<file path="src/rtl/src_operand_select.sv">
module src_operand_select #(
  parameter int CODE_W = 9,
  parameter int LANE_W = 5,
  parameter int SREG_W = 7,
  parameter int DW     = 32
) (
  input  logic [CODE_W-1:0]   src_code,
  input  logic [LANE_W-1:0]   lane_sel,
  input  logic [1:0]          fmt,
  input  logic                scc_flag,
  input  logic [2*DW-1:0]     literal,
  output logic [SREG_W-1:0]   sreg_lo_idx,
  input  logic [DW-1:0]       sreg_lo_val,
  output logic [SREG_W-1:0]   sreg_hi_idx,
  input  logic [DW-1:0]       sreg_hi_val,
  output logic [LANE_W-1:0]   vreg_lane,
  output logic [CODE_W-2:0]   vreg_lo_idx,
  input  logic [DW-1:0]       vreg_lo_val,
  output logic [CODE_W-2:0]   vreg_hi_idx,
  input  logic [DW-1:0]       vreg_hi_val,
  output logic [2*DW-1:0]     operand
);
  localparam int QW = 2 * DW;
  localparam int VW = CODE_W - 1;
  localparam logic [CODE_W-1:0] C_PAIR_LIM = CODE_W'(106);
  localparam logic [CODE_W-1:0] C_NULL     = CODE_W'(124);
  localparam logic [CODE_W-1:0] C_INL_LO   = CODE_W'(128);
  localparam logic [CODE_W-1:0] C_POS_MAX  = CODE_W'(192);
  localparam logic [CODE_W-1:0] C_NEG_MAX  = CODE_W'(208);
  localparam logic [CODE_W-1:0] C_FLT_LO   = CODE_W'(240);
  localparam logic [CODE_W-1:0] C_FLT_HI   = CODE_W'(247);
  localparam logic [CODE_W-1:0] C_INV2PI   = CODE_W'(248);
  localparam logic [CODE_W-1:0] C_SCC      = CODE_W'(253);
  localparam logic [CODE_W-1:0] C_LIT      = CODE_W'(255);
  localparam logic [15:0] INV2PI_H = 16'h3118;
  localparam logic [31:0] INV2PI_S = 32'h3E22F983;
  localparam logic [63:0] INV2PI_D = 64'h3FC45F306DC9C883;

  logic wide, half, is_vreg, is_sreg, pair_ok;
  logic [1:0] fidx;
  logic [QW-1:0] width_mask, int_k, flt_k, inl_k;

  assign wide    = (fmt == 2'b10);
  assign half    = (fmt == 2'b01);
  assign is_vreg = src_code[CODE_W-1];
  assign is_sreg = ~src_code[CODE_W-1] & ~src_code[CODE_W-2];

  assign sreg_lo_idx = src_code[SREG_W-1:0];
  assign sreg_hi_idx = src_code[SREG_W-1:0] + SREG_W'(1);
  assign vreg_lane   = lane_sel;
  assign vreg_lo_idx = src_code[VW-1:0];
  assign vreg_hi_idx = src_code[VW-1:0] + VW'(1);

  assign pair_ok = wide & ((is_sreg & (src_code < C_PAIR_LIM)) |
                           (is_vreg & ~(&src_code[VW-1:0])));

  assign width_mask = wide ? {QW{1'b1}} : half ? QW'({(DW/2){1'b1}}) : QW'({DW{1'b1}});
  assign fidx = src_code[2:1];

  always_comb begin
    if (src_code <= C_POS_MAX) int_k = QW'(src_code - C_INL_LO);
    else                       int_k = ~QW'(src_code - C_POS_MAX) + QW'(1);
  end

  always_comb begin
    if (wide)      flt_k = {src_code[0], 11'(11'd1022 + 11'(fidx)), 52'd0};
    else if (half) flt_k = QW'({src_code[0], 5'(5'd14 + 5'(fidx)), 10'd0});
    else           flt_k = QW'({src_code[0], 8'(8'd126 + 8'(fidx)), 23'd0});
  end

  always_comb begin
    inl_k = '0;
    if (src_code <= C_NEG_MAX)
      inl_k = int_k & width_mask;
    else if (src_code >= C_FLT_LO && src_code <= C_FLT_HI)
      inl_k = flt_k;
    else if (src_code == C_INV2PI)
      inl_k = wide ? INV2PI_D : half ? QW'(INV2PI_H) : QW'(INV2PI_S);
  end

  always_comb begin
    if (is_sreg)
      operand = (src_code == C_NULL) ? '0 :
                {pair_ok ? sreg_hi_val : {DW{1'b0}}, sreg_lo_val};
    else if (is_vreg)
      operand = {pair_ok ? vreg_hi_val : {DW{1'b0}}, vreg_lo_val};
    else if (src_code == C_LIT)
      operand = wide ? literal : {{DW{1'b0}}, literal[DW-1:0]};
    else if (src_code == C_SCC && !wide)
      operand = QW'(scc_flag);
    else
      operand = inl_k;
  end

  always_comb begin
    if (src_code == C_NULL)
      p_null_zero_r8: assert (operand == '0);
    if (src_code == C_SCC && !wide)
      p_scc_extend_r8: assert (operand == QW'(scc_flag));
    if (src_code == C_LIT && wide)
      p_literal_whole_r6: assert (operand == literal);
    if (!wide)
      p_narrow_upper_r10: assert (operand[QW-1:DW] == '0);
    if (half && src_code >= C_INL_LO && src_code < C_LIT && src_code != C_SCC)
      p_half_inline_r3: assert (operand[QW-1:16] == '0);
    if (wide && is_vreg && (&src_code[VW-1:0]))
      p_last_vreg_pair_r9: assert (operand[QW-1:DW] == '0);
  end
endmodule

</file>
<file path="config.mk">
export PLATFORM = sky130hd
export DESIGN_NAME = src_operand_select
export DESIGN_NICKNAME = d
export VERILOG_FILES = /design/src/rtl/src_operand_select.sv
export SDC_FILE = /design/constraint.sdc
export NUM_CORES = 1
export LEC_CHECK = 0
export BUFFER_PORTS_ARGS = -buffer_cell sky130_fd_sc_hd__buf_4
export CAP_MARGIN = 20
export CORE_MARGIN = 2
export CORE_UTILIZATION = 30
export DETAILED_ROUTE_END_ITERATION = 8
export SLEW_MARGIN = 10
export SYNTH_ARGS = -nofsm -noshare
export SYNTH_HDL_FRONTEND = slang
export SYNTH_SLANG_ARGS = --single-unit
</file>
<file path="constraint.sdc">
create_clock -name vclk -period 6.3
set_input_delay 0.945 -clock vclk [all_inputs]
set_output_delay 0.945 -clock vclk [all_outputs]
set_load 0.1 [all_outputs]
</file>
-- After elaboration in Yosys (flattened, before gate mapping)
Index checks and enable logic that the tools add are counted.
- register bits: 0
- bits in latches: 0
- bits in writable memories: 0
- memory bits (read-only): 0
- input bits: 209
- output and inout bits: 99
- memories: 0
- add/subtract/negate cells: 8
- multiply operators: 0
- divide/modulo/power cells: 0
- order comparisons: 5
- equal/unequal tests: 6
- shift-type cells: 0
- muxes and demuxes: 18
- bitwise operators: 10
- reductions and logical operators: 4
- operators by type and width (kind ; count):
    $mux 64 ; 11
    $mux 32 ; 4
    $mux 62 ; 2
    $add 64x1->64 const B ; 1
    $and 64x64->64 ; 1
    $not 64->64 ; 1
    $mux 30 ; 1
    $eq 9x8->1 const B ; 3
    $le 9x8->1 const B ; 3
    $sub 9x8->10 const B ; 2
    $add 10x2->11 const A ; 1
    $eq 9x7->1 const B ; 1
    $ge 9x8->1 const B ; 1
    $lt 9x7->1 const B ; 1
    $add 7x2->8 const A ; 1
    $add 8x1->8 const B ; 1
    $reduce_and 8->1 ; 1
    $add 7x1->7 const B ; 1
    $add 4x2->5 const A ; 1
    $and 1x1->1 ; 4
    $not 1->1 ; 3
    $eq 2x1->1 const B ; 1
    $eq 2x2->1 const B ; 1
    $logic_and 1x1->1 ; 2
    other kinds (2) ; 2

-- Depth between registers and ports, before layout
Gate-level depths: netlist of the first run.
- depth in word-level cells: 10
- mapped depth: 15
- mapped depth without buffers: 11

-- Worst setup path after synthesis of the first run
No wires, ideal clock.
- path kind: in2out
- start point: in src_code[8]
- end point: out operand[12]
- arrival time: 6.516 ns
- required time: 5.355 ns
- path slack: -1.161 ns
- cell stages on the path: 13
- cells stage by stage: clkbuf_1 -> inv_2 -> buf_1 -> clkbuf_1 -> ha_1 -> nand2_1 -> nand2_1 -> clkbuf_1 -> nand3_1 -> ha_1 -> nand2_1 -> a211oi_1 -> o41ai_1
- longest elaborated chain between the ends: 10
- elaborated cells between the ends (all ways): 26
- ends and longest elaborated chain (item ; line ; text):
    from (decl) ; 7 ; input logic [CODE_W-1:0] src_code,
    $sub 9x8->10 ; 62 ; else int_k = ~QW'(src_code - C_POS_MAX) + QW'(1);
    $not 64->64 ; 62 ;
    $add 64x1->64 ; 62 ;
    $mux 64 ; 61 ; if (src_code <= C_POS_MAX) int_k = QW'(src_code - C_INL_LO);
    $and 64x64->64 ; 74 ; inl_k = int_k & width_mask;
    $mux 64 ; 73 ; if (src_code <= C_NEG_MAX)
    $mux 64 ; 89 ; else if (src_code == C_SCC && !wide)
    $mux 64 ; 87 ; else if (src_code == C_LIT)
    $mux 64 ; 85 ; else if (is_vreg)
    $mux 64 (*) ; 82 ; if (is_sreg)
    to (decl) ; 21 ; output logic [2*DW-1:0] operand
Every way passes the cells marked *; elsewhere a longest branch is shown, timed or not.

-- Worst setup path after layout of the first run
- start point: in src_code[0]
- end point: out operand[16]
The elaborated chain is that of the path after synthesis.

==> results of run 1 <==
## synth_stat cells, types with 4 or more instances
library cell / n
clkbuf_1: 37
nand2_1: 46
o2bb2ai_1: 9
a22o_1: 17
nand3_1: 32
a21oi_1: 65
a211o_1: 4
a32o_1: 22
ha_1: 27
xnor2_1: 7
nor2_1: 24
a2111oi_0: 4
a221o_1: 9
mux2i_1: 10
a21o_1: 20
a311o_1: 6
o41ai_1: 4
o31ai_1: 6
buf_4: 29
and2_1: 8
mux2_2: 4
nand4_1: 5
o21ai_0: 34
and3_1: 5
buf_2: 20
a22oi_1: 6
a221oi_1: 13
nor3_1: 11
o21a_1: 18
o211ai_1: 21
nand2b_1: 24
a31oi_1: 8
a211oi_1: 6
xor2_1: 4
inv_1: 16
## area by class of cell
| type | instances | area [um2] |
|---|---|---|
| multi-input combinational | 530 | 3800 |
| fill | 1507 | 7530 |
| timing repair buffer | 316 | 2370 |
| inverter | 18 | 67.6 |
| tap | 180 | 225 |
## cells by family (layout without fill, tap and decap cells)
group | count (synthesis) | in the layout
AOI/OAI and AO/OA | 303 | 303
and+or+nand+nor | 175 | 175
buffers and inverters | 110 | 334
adders and majority gates | 27 | 27
muxes | 14 | 14
xor gates and xnor gates | 11 | 11
## where the power goes
| group | internal [mW] | switching [mW] | leakage [nW] |
|---|---|---|---|
| combinational | 0.249 | 0.623 | 2.94 |
| clock | 0 | 0 | 0 |
| sequential | 0 | 0 | 0 |
| total | 0.249 | 0.623 | 2.94 |
## worst paths after layout
path  slack [ns]            to         from  cells past startpoint
max         1.09   operand[16]  src_code[0]                     12
min         1.89  vreg_lane[4]  lane_sel[4]                      0
## metrics by stage
step,power (mW),area [um2],hold slack (ns),instances
floorplan,0.631,4360,2.10,640
global placement,0.862,6440,1.89,1041
detailed placement,0.864,6450,1.89,1043
CTS,0.867,6450,1.89,1043
global route,0.904,6460,1.89,1044
finish,0.872,6460,1.89,1044
## per-layer routing
metal,part of all wire [%],vias to the layer above,wire length [um]
met2,48,382,12000
li1,-,2932,-
met1,42,3133,10600
met4,1.8,0,451
met3,8.5,38,2130
met5,0,-,0
==> results.md, run 1 <==
* Mean post-synth cell area at 6.77 um2
* Hold buffers post-CTS at 0
* Synth Instances at 640
* Gpl congestion at 0.952
* Total wire length at 25.1 mm
* P_leak at 2.94 nW
* ANT nets after route at 0
* Kind of critical path: in2out
* Antenna cells at 0
* Commonest non-fill, non-tap cell in the layout: buf_4
* Die W at 124 um
* Final core occ at 46.2%
* Max cap viols at 0
* Pre-CTS worst setup slack at 1.13 ns
* Hold Crit Class: in2out
* Mux share of post-synthesis cell area at 3.35%
* Initial DRC count at 579
* Remaining routing DRC violations at 0
* Worst slew margin at 39.6%
* DR pass1 iterations at 7
* CP max stage delay at 0.45 ns
* M2 GR Usage at 52.1%
* Core Region at 0.0140 mm2
* Synth Area in Simple Gates at 21.4%
* Synth area leader: ha_1
* Gr ovfl total at 0
* CP arrival at 4.27 ns
* Critical path, cell by cell: buf_4 -> inv_1 -> ha_1 -> nor3b_1 -> and3_1 -> nand3_1 -> ha_1 -> a2111oi_0 -> a311o_1 -> a221oi_1 -> o21ai_1 -> buf_4
* Dpl hpwl at 19.6 mm
* Post-CTS Setup Inserts at 0
* GR peak layer: met2
* GRT met3 Usage at 3.30%
* Largest cells by area after synthesis: ha_1, a21oi_1, a32o_1
* Global-route usage over all layers at 30.3%
* Met1 usage at 41.5%
* Synth warn at 0
* Vias in the first global route at 6107
* Final layout net count at 1102
* Fin. Hold Viols at 0
* Register area share after synthesis at 0%
* First-pass GRT wire length at 36.0 mm
* Max Slew Vio Count at 0
* Crit Path Max Fanout at 13
* Largest net degree at the start of global routing at 53
* Syn-to-layout area delta at 49.1%
* Status: complete, no violations
* Worst path buffer plus inverter count at 3
* Register area at 0 um2
* Area fraction in compound gates after synthesis at 52.0%
* Share of cells above drive strength 1 at 39.7%
* Syn_nets at 876
* Post-synth top area share at 7.80%
* Post-route setup TNS at 0 ns
* Row cnt at 43
* Count of port buffers added during placement at 298
* Vias per Instance at 6.21
* Most frequent cells in the layout: buf_4, a21oi_1, nand2_1
* FFs & Latches at 0
* Post-Synth XOR/XNOR Area at 2.22%
* Setup violations, final at 0
* Power Density at 135 mW/mm2
* Die Height at 124 um
* VDD IR max at 0.0779 mV
* # IOs at 308
* Die area at 0.0154 mm2
* Worst slew pin tran at 0.905 ns
* Startpoint Class: primary input
* Max Fclk at 192 MHz
* Final worst-path cycle share at 82.7%
* Clock buffer cells at 0
* Crit path max-delay family: simple AND/OR/NAND/NOR gates
* Worst Setup End Kind: output pin
* DR vias at 6485
* Post-route worst setup slack at 1.09 ns
* Main combinational cell family by area after synthesis: compound AO/OA/AOI/OAI gates
* Slowest CP cell: nor3b_1
* Starting density of the core at 31.0%
* Initial antenna violation count at 0
* Cell area after synthesis at 0.00433 mm2
* Cell variety after synth at 75
* DR WL/cell at 24.1 um
* WP data required at 5.35 ns
* Synth Area in Adders at 7.80%
* RSZ-0062 raised after global routing: false
* Fin crit period at 5.21 ns
* CTS resizes at 0
No activity file was read; power rests on OpenSTA's default activity.
==> run 2, diff against run 1 <==
==> constraint.sdc (replaced) <==
create_clock -name vclk -period 4.5
set_input_delay 0.675 -clock vclk [all_inputs]
set_output_delay 0.675 -clock vclk [all_outputs]
set_load 0.1 [all_outputs]
==> run 2 against run 1 <==
Effect of this change:
- combinational power up 44%
- setup slack worse by 0.82 ns
- wire length up 1.2%
- first-iteration DRC count up 9.2%
- sequential share of layout area unchanged
- critical endpoint is now operand[24]
- largest cell class unchanged
==> results.md, run 2 (synthesized netlist as in run 1, its figures left out) <==
* Status: complete, no violations (unchanged)
* Setup violations, final at 0 (unchanged)
* Initial antenna violation count at 0 (unchanged)
* Count of port buffers added during placement at 298 (unchanged)
* Hold-critical path depth at 0 (unchanged)
* Max Slew Vio Count at 0 (unchanged)
* ANT nets after route at 0 (unchanged)
* Power Density at 184 mW/mm2 (was 135 mW/mm2)
* Most frequent cells in the layout: buf_4, a21oi_1, nand2_1 (unchanged)
* RSZ-0062 raised after global routing: false (unchanged)
* Final core occ at 49.0% (was 46.2%)
* Starting density of the core at 31.0% (unchanged)
* First-pass GRT wire length at 36.3 mm (was 36.0 mm)
* Multi-input gate area at 0.00399 mm2 (was 0.00380 mm2)
* Dpl hpwl at 20.4 mm (was 19.6 mm)
* Kind of critical path: in2out (unchanged)
* Global-route usage over all layers at 30.9% (was 30.3%)
* CP arrival at 3.56 ns (was 4.27 ns)
* DR vias at 6455 (was 6485)
* Total wire length at 25.4 mm (was 25.1 mm)
* Post-route worst setup slack at 0.267 ns (was 1.09 ns)
* Post-route cell area at 0.00685 mm2 (was 0.00646 mm2)
* Vias per Instance at 6.04 (was 6.21)
* Die W at 124 um (unchanged)
* Worst Setup End Kind: output pin (unchanged)
* Vias in the first global route at 6063 (was 6107)
* Startpoint Class: primary input (unchanged)
* Area after DPL at 0.00685 mm2 (was 0.00645 mm2)
* Gpl congestion at 0.901 (was 0.952)
* Remaining routing DRC violations at 0 (unchanged)
* Crit Path Max Fanout at 13 (unchanged)
* Pre-CTS worst setup slack at 0.316 ns (was 1.13 ns)
* Fin crit period at 4.23 ns
* P_leak at 3.11 nW (was 2.94 nW)
* Initial DRC count at 632 (was 579)
* Worst slew margin at 50.6% (was 39.6%)
* Worst slew pin tran at 0.737 ns (was 0.905 ns)
* DR WL/cell at 23.8 um (was 24.1 um)
* FFs & Latches at 0 (unchanged)
* Antenna cells at 0 (unchanged)
* VDD IR max at 0.146 mV (was 0.0779 mV)
* Gr ovfl total at 0 (unchanged)
* Total power at 1.26 mW (was 0.872 mW)
* Die area at 0.0154 mm2 (unchanged)
* Core Region at 0.0140 mm2 (unchanged)
* Clock buffer cells at 0 (unchanged)
* Max Fclk at 236 MHz
* DR pass1 iterations at 5 (was 7)
* Fillers at 1450 (was 1507)
* Fin. Hold Viols at 0 (unchanged)
* WP data required at 3.83 ns (was 5.35 ns)
* Final worst-path cycle share at 94.1%
* Hold buffers post-CTS at 0 (unchanged)
* Syn-to-layout area delta at 58.0% (was 49.1%)
* Die Height at 124 um (unchanged)
* Hold Crit Class: in2out (unchanged)
* Row cnt at 43 (unchanged)
* # IOs at 308 (unchanged)
* Commonest non-fill, non-tap cell in the layout: buf_4 (unchanged)
* Final layout net count at 1127 (was 1102)
* Register area at 0 um2 (unchanged)
* Largest net degree at the start of global routing at 64 (was 53)
* Max cap viols at 0 (unchanged)
* Share of cells above drive strength 1 at 43.8% (was 39.7%)
-- run 2: worst max-delay path: stages --
cell and delay [ns]:
buf_4 0.17, clkinvlp_4 0.11, ha_1 0.25, nor3b_1 0.32, and3_2 0.35, nand3_1 0.10, ha_1 0.27, a2111oi_0 0.39
a311o_1 0.29, o31a_1 0.20, a221o_2 0.14, buf_4 0.28
-- run 2: metrics by stage --
| step | TNS, ns | std cells | hold WS (ns) |
|---|---|---|---|
| floorplan | -0.0745 | 640 | 1.56 |
| global placement | 0 | 1069 | 1.35 |
| detailed placement | 0 | 1069 | 1.35 |
| CTS | 0 | 1069 | 1.35 |
| global route | 0 | 1069 | 1.35 |
| finish | 0 | 1069 | 1.35 |
-- run 2: final cells by class --
class / instances / share of cell area [%]
repair buffers: 341 / 37.4
well taps: 180 / 3.29
inverters: 18 / 1.04
multi-input cells: 530 / 58.3
-- run 2: final timing paths --
check                   start      endpoint
setup / recovery  src_code[0]   operand[24]
hold / removal    lane_sel[4]  vreg_lane[4]
-- run 2: per-layer routing --
metal  vias up  GRT usage (%)  wire (um)
met5         -              0          0
met2       379           51.3      11800
met4         0           4.71        492
met3        38           2.43       2010
met1      3057           44.1      11100
li1       2981              -          -
-- run 2: power by group --
group          switching (mW)  internal (mW)  leakage (nW)
registers                   0              0             0
clock network               0              0             0
logic                   0.888          0.373          3.11
total                   0.888          0.373          3.11
-- run 2: what timing repair did --
| item | 4_1_cts | 5_1_grt |
|---|---|---|
| setup endpoints to repair | 0 | 2 |
| resized for setup | 0 | 1 |
| buffers inserted | 0 | 0 |
